--- config.mk ---
export PLATFORM = sky130hd
export DESIGN_NAME = clkout_ctrl
export DESIGN_NICKNAME = d
export VERILOG_FILES = /design/src/rtl/clkout_pkg.sv /design/src/rtl/clkout_cfg_reg.sv /design/src/rtl/clkout_div.sv /design/src/rtl/clkout_ctrl.sv
export SDC_FILE = /design/constraint.sdc
export NUM_CORES = 1
export LEC_CHECK = 0
export CORE_MARGIN = 8
export CORE_UTILIZATION = 45
export CTS_CLUSTER_SIZE = 16
export DETAILED_ROUTE_END_ITERATION = 6
export HOLD_SLACK_MARGIN = 0.08
export PLACE_DENSITY = 0.81
export SLEW_MARGIN = 0
export SYNTH_ARGS = -nofsm -noshare
export SYNTH_HDL_FRONTEND = slang
export SYNTH_HIERARCHICAL = 1
export SYNTH_SLANG_ARGS = --single-unit
--- constraint.sdc ---
create_clock -name clk -period 3.69 [get_ports clk]
set_input_delay 0.5535 -clock clk [delete_from_list [all_inputs] [get_ports clk]]
set_output_delay 0.5535 -clock clk [all_outputs]
set_load 0.005 [all_outputs]
--- src/rtl/clkout_pkg.sv ---
package clkout_pkg;

    localparam int CODE_W = 3;
    localparam int CNT_W  = CODE_W + 1;

    typedef logic [CODE_W-1:0] code_t;
    typedef logic [CNT_W-1:0]  cnt_t;

    typedef struct packed {
        logic  can_mode;
        logic  cmp_bypass;
        logic  rx_irq_route;
        logic  clk_off;
        code_t div_code;
    } cfg_t;

    localparam code_t CODE_PASS  = 3'b111;
    localparam code_t CODE_DIV12 = 3'b101;
    localparam code_t CODE_DIV2  = 3'b000;

    function automatic logic [7:0] cfg_to_byte(cfg_t c);
        return {c.can_mode, c.cmp_bypass, c.rx_irq_route, 1'b0, c.clk_off, c.div_code};
    endfunction

    function automatic cfg_t byte_to_cfg(logic [7:0] b);
        cfg_t c;
        c.can_mode     = b[7];
        c.cmp_bypass   = b[6];
        c.rx_irq_route = b[5];
        c.clk_off      = b[3];
        c.div_code     = b[2:0];
        return c;
    endfunction

    function automatic cfg_t hw_default(logic first_style);
        cfg_t c;
        c          = '0;
        c.div_code = first_style ? CODE_DIV12 : CODE_DIV2;
        return c;
    endfunction

    function automatic cnt_t half_period(code_t k);
        return {1'b0, k} + cnt_t'(1);
    endfunction

endpackage

--- src/rtl/clkout_cfg_reg.sv ---
module clkout_cfg_reg
    import clkout_pkg::*;
#(
    parameter int ADDR_W   = 5,
    parameter int REG_ADDR = 31
) (
    input  logic              clk,
    input  logic              rst,
    input  logic              host_mode_sel,
    input  logic              soft_reset,
    input  logic [ADDR_W-1:0] bus_addr,
    input  logic              bus_wr,
    input  logic              bus_rd,
    input  logic [7:0]        bus_wdata,
    output logic [7:0]        bus_rdata,
    output cfg_t              cfg_o
);

    localparam logic [ADDR_W-1:0] MY_ADDR = ADDR_W'(REG_ADDR);

    cfg_t cfg_q;
    logic hit;
    logic wr_hit;

    assign hit    = (bus_addr == MY_ADDR);
    assign wr_hit = bus_wr && hit;

    always_ff @(posedge clk) begin
        if (rst) begin
            cfg_q <= hw_default(host_mode_sel);
        end else if (wr_hit) begin
            cfg_q <= byte_to_cfg(bus_wdata);
        end
    end

    assign bus_rdata = (bus_rd && hit) ? cfg_to_byte(cfg_q) : 8'h00;
    assign cfg_o     = cfg_q;

    // writable fields land one edge after the strobe
    a_r3_write_lands: assert property (@(posedge clk) disable iff (rst)
        wr_hit |=> (cfg_to_byte(cfg_q) == ($past(bus_wdata) & 8'hEF)));

    // no change without an addressed write
    a_r4_no_stray_write: assert property (@(posedge clk) disable iff (rst)
        !wr_hit |=> $stable(cfg_q));

    // software reset mode does not disturb the register
    a_r6_soft_keep: assert property (@(posedge clk) disable iff (rst)
        (soft_reset && !wr_hit) |=> $stable(cfg_q));

endmodule

--- src/rtl/clkout_div.sv ---
module clkout_div
    import clkout_pkg::*;
(
    input  logic  clk,
    input  logic  rst,
    input  code_t rst_code,
    input  cfg_t  cfg_i,
    output logic  clkout
);

    code_t act_q;
    cnt_t  cnt_q;
    logic  div_q;
    logic  at_edge;

    assign at_edge = (cnt_q == half_period(act_q) - cnt_t'(1));

    always_ff @(posedge clk) begin
        if (rst) begin
            act_q <= rst_code;
            cnt_q <= '0;
            div_q <= 1'b0;
        end else if (cfg_i.clk_off || act_q == CODE_PASS) begin
            act_q <= cfg_i.div_code;
            cnt_q <= '0;
            div_q <= 1'b0;
        end else if (at_edge) begin
            act_q <= cfg_i.div_code;
            cnt_q <= '0;
            div_q <= ~div_q;
        end else begin
            cnt_q <= cnt_q + cnt_t'(1);
        end
    end

    assign clkout = (act_q == CODE_PASS && !cfg_i.clk_off) ? clk : div_q;

    // counter never passes the half period of the active ratio
    a_r7_cnt_bound: assert property (@(posedge clk) disable iff (rst)
        (act_q != CODE_PASS) |-> (cnt_q < half_period(act_q)));

    // clock-off parks the divider low with the counter cleared
    a_r9_off_low: assert property (@(posedge clk) disable iff (rst)
        cfg_i.clk_off |=> (!div_q && cnt_q == '0));

    // away from a transition the output and active ratio hold
    a_r11_hold_phase: assert property (@(posedge clk) disable iff (rst)
        (!cfg_i.clk_off && act_q != CODE_PASS && !at_edge) |=> ($stable(div_q) && $stable(act_q)));

endmodule

--- src/rtl/clkout_ctrl.sv ---
module clkout_ctrl
    import clkout_pkg::*;
#(
    parameter int ADDR_W   = 5,
    parameter int REG_ADDR = 31
) (
    input  logic              clk,
    input  logic              rst,
    input  logic              host_mode_sel,
    input  logic              soft_reset,
    input  logic [ADDR_W-1:0] bus_addr,
    input  logic              bus_wr,
    input  logic              bus_rd,
    input  logic [7:0]        bus_wdata,
    output logic [7:0]        bus_rdata,
    output logic              clkout,
    output logic              can_mode_o,
    output logic              cmp_bypass_o,
    output logic              rx_irq_route_o
);

    cfg_t  cfg;
    cfg_t  rst_cfg;

    assign rst_cfg = hw_default(host_mode_sel);

    clkout_cfg_reg #(
        .ADDR_W   (ADDR_W),
        .REG_ADDR (REG_ADDR)
    ) u_reg (
        .clk           (clk),
        .rst           (rst),
        .host_mode_sel (host_mode_sel),
        .soft_reset    (soft_reset),
        .bus_addr      (bus_addr),
        .bus_wr        (bus_wr),
        .bus_rd        (bus_rd),
        .bus_wdata     (bus_wdata),
        .bus_rdata     (bus_rdata),
        .cfg_o         (cfg)
    );

    clkout_div u_div (
        .clk      (clk),
        .rst      (rst),
        .rst_code (rst_cfg.div_code),
        .cfg_i    (cfg),
        .clkout   (clkout)
    );

    assign can_mode_o     = cfg.can_mode;
    assign cmp_bypass_o   = cfg.cmp_bypass;
    assign rx_irq_route_o = cfg.rx_irq_route;

    // flag outputs track a written byte one edge later
    a_r5_flags: assert property (@(posedge clk) disable iff (rst)
        (bus_wr && bus_addr == ADDR_W'(REG_ADDR)) |=>
            ({can_mode_o, cmp_bypass_o, rx_irq_route_o} == $past(bus_wdata[7:5])));

endmodule

# After elaboration in Yosys (flattened, before gate mapping)
# Cells that the tools add are included.
[totals] inputBits=19 ff_bits=15
[op_classes] mux=8 bitwise=1 eq_ne=3 add_sub_neg=3 n_reduce_logical=9
[op_table] operator="$mux W3" n=6
[op_table] operator="$mux W8" n=1
[op_table] operator="$eq A5 B5 Y1 const B" n=1
[op_table] operator="$add A3 B1 Y4 const B" n=1
[op_table] operator="$add A4 B1 Y4 const B" n=1
[op_table] operator="$eq A4 B4 Y1" n=1
[op_table] operator="$sub A4 B1 Y4 const B" n=1
[op_table] operator="$eq A3 B3 Y1 const B" n=1
[op_table] operator="$logic_and A1 B1 Y1" n=3
[op_table] operator="$reduce_bool A3 Y1" n=1
[op_table] operator="$reduce_or A3 Y1" n=1
[op_table] operator="$reduce_bool A2 Y1" n=1
[op_table] operator="$reduce_or A2 Y1" n=1
[op_table] operator="$logic_not A1 Y1" n=1
[op_table] operator="$logic_or A1 B1 Y1" n=1
[op_table] operator="$mux W1" n=1
[op_table] operator="$not A1 Y1" n=1

# Depth between registers and ports, before layout
[logic_depth] ltp_word=6 ltp_mapped=3

# Cells and area by module
# Netlist, hierarchy kept.
[by_module_without_submodules] module="clkout_div" n_inst=1 area_per_inst_um2=419.2 cells_each=35
[by_module_without_submodules] module="clkout_cfg_reg" n_inst=1 area_per_inst_um2=394.1 cells_each=41
[by_module_without_submodules] module="clkout_ctrl" n_inst=1 area_per_inst_um2=3.8 cells_each=1

==> summary.md <==
| Metric | Value |
|---|---|
| Net Count, Synth | 97 |
| R2R depth | 2 |
| Post-Route WL | 1790 um |
| Worst reg-to-reg setup slack | 2.05 ns |
| Post-DR wirelength/cell | 13.4 um |
| I/O pin total | 31 |
| Status | finished clean |
| Post-Syn Area | 817 um2 |
| Die height | 58.6 um |
| Initial Util | 0.473 |
| Post-synthesis cell count | 77 |
| Number of synthesized flops with an enable pin | 6 |
| Post-route setup slack | 0.361 ns |
| CTS tree | done |
| Clock slew at reported path FFs | 0.10 ns |
| Combinational group share of total power | 0.179 |
| Skew-Pair Late Insertion Delay | 0.41 ns |
| Antenna Nets Post-Route | 0 |
| DP HPWL | 1440 um |
| # fillers | 139 |
| Pre-CTS setup slack | 0.621 ns |
| Async SR Flop Fraction | 0 |
| Synth top area cells | dfxtp_1 (22%), edfxtp_1 (22%), nand2b_1 (6.9%) |
| Hold path depth | 2 |
| Sequential-to-total area share from yosys stat | 0.441 |
| DRT iter0 DRCs | 12 |
| Placed Cells | 127 |
| Slew @ Worst Pin | 0.590 ns |
| Synthesized area per cell | 10.6 um2 |
| YS warnings | 6 |
| Yosys reg bits | 15 |
| LEAKAGE | 0.000429 uW |
| Vias in the first global route | 764 |
| Clock Power Share | 0.350 |
| Port bufs | 27 |
| Area leader, netlist | dfxtp_1 |
| Reg-to-Reg Start | u_div/act_q[2] |
| Top cell type's share of synthesized area | 0.221 |
| Cell Int Power | 322 uW |
| Layout Cells excl Fill | 134 |
| DRT Pass-1 Iters | 4 |
| Capturing point of the worst reg2reg path | u_div/act_q[1] |
| PnR Total Power | 451 uW |
| Slew headroom | 0.605 |
| Hold Crit Start | u_div/div_q |
| Fin Setup TNS | 0 ns |
| Share of cells above drive strength 1 | 0.156 |
| Std cell rows | 15 |
| Total gr overflow | 0 |
| Worst Path Required | 3.14 ns |
| VDD IR max | 0.235 mV |
| Maximum fanout along the worst path | 2 |
| Die Footprint | 3440 um2 |
| Core area | 1730 um2 |
| Drt drc | 0 |
| Number of distinct library cells after synthesis | 29 |
| Net Sw Power | 129 uW |
| Initial antenna violation count | 0 |
| CP arrival | 2.78 ns |
| Placer Congestion | 0.691 |
| WHS Endpoint | u_div/div_q |
| # setup viols final | 0 |
| Ys flop type | dfxtp_1 |
| Crit. End Element | output port |
| Post-CTS setup buffer count | 0 |
| Final Hold Viols | 0 |
| Via Count | 641 |
| Commonest cells post-synth | dfxtp_1 (9), nand2b_1 (9), and2_1 (8) |
| First-pass GRT wire length | 3220 um |
| Kind of critical path | clock port to output port |
| Unrepaired setup endpoints after global routing | false |
| Synth-to-Final Area Change | 41.5% |
| # nets final | 130 |
| Max-slew violation count | 0 |
| Vias per cell | 4.78 |
| Hold_buf cts | 0 |
| Pwr dens | 390 nW/um2 |
| Pin count of the biggest net entering global routing | 18 |
| Antenna Cells | 0 |
| Final Util | 0.670 |
| Clock skew | 0.00583 ns |
| Tot GR Track Use | 0.130 |
| Cts repair resizes | 0 |
| Startpoint Class | clock port |
| Total of max-cap violations | 0 |
| Reg power frac | 0.471 |
| Switching fraction of total power | 0.286 |
| Die X | 58.6 um |
| Hold/Removal Path Class | flip-flop to flip-flop |
## metrics by stage
stage	cell area [um2]	hold WS (ns)
finish	1160	0.483
global route	1160	0.513
CTS	1160	0.482
detailed placement	1110	0.468
floorplan	817	0.440
global placement	1110	0.449
## final cells by class
class,count,area [um2],share of cell area
tap,25,31.3,0.0271
sequential,15,360,0.312
timing repair buffer,26,260,0.225
clock buffer,7,55.1,0.0476
multi-input combinational,57,433,0.374
inverter,3,11.3,0.00974
clock inverter,1,5.00,0.00433
## cells by family after synthesis
group                      count (synthesis)  share of synthesized area
AOI/OAI and AO/OA                          5                     0.0720
xor gates and xnor gates                   4                     0.0429
adders and majority gates                  1                     0.0153
buffers and inverters                      5                     0.0291
DFF                                       15                      0.441
muxes                                      9                      0.116
other                                      2                    0.00919
and+or+nand+nor                           36                      0.274
## per-layer routing
layer  share of wire  GRT usage  vias up
met1            0.39      0.108      292
met2            0.54      0.220       17
li1                -          -      327
met5               0          0        -
met4           0.021     0.0990        0
met3           0.052     0.0783        5
## cells in the final DEF (no fill, tap or decap)
cell,netlist,routed
clkinv_2,0,1
nor4b_1,1,1
a311oi_4,1,1
xnor2_1,1,1
clkbuf_4,0,6
edfxtp_1,6,6
nor2_2,1,1
o21ai_0,2,2
mux2_2,4,4
o22ai_1,1,1
conb_1,2,2
nand3_1,2,2
o41ai_2,1,1
nor2_1,3,3
or2_2,1,1
nor2_4,1,1
dfxtp_1,9,9
xor2_1,3,3
nand2b_1,9,9
nand2_1,3,3
nand4_1,1,1
mux2i_1,5,5
nor2b_1,1,1
nand4_2,1,1
ha_1,1,1
inv_1,3,3
clkdlybuf4s50_1,0,27
and2_1,8,8
nor4_1,2,2
nand3b_1,2,2
## registers in the layout (all words and copies together), names as in the netlist
register and flops:
u_reg/cfg_o 7, u_div/act_q 3, u_div/cnt_q 4, u_div/div_q 1
## worst max path at each step
stage               from      to  slack, ns  cells past startpoint
floorplan            clk  clkout       1.04                      1
global placement     clk  clkout       0.62                      2
detailed placement   clk  clkout       0.62                      2
CTS                  clk  clkout       0.35                      4
global route         clk  clkout       0.33                      4
finish               clk  clkout       0.36                      4
## critical path, cell delays in order
cell	delay, ns
clkbuf_4	0.11
clkbuf_4	0.12
mux2_2	0.26
clkdlybuf4s50_1	0.44
## power groups by stage
stage,Combinational [uW],Clock [uW],Sequential (uW)
floorplan,53.9,5.12,212
detailed placement,81.4,12.6,217
finish,80.9,158,213
CTS,81.6,164,213
global placement,77.5,12.6,214
global route,92.5,180,217
Note: power is estimated with default switching activity, not from simulation.
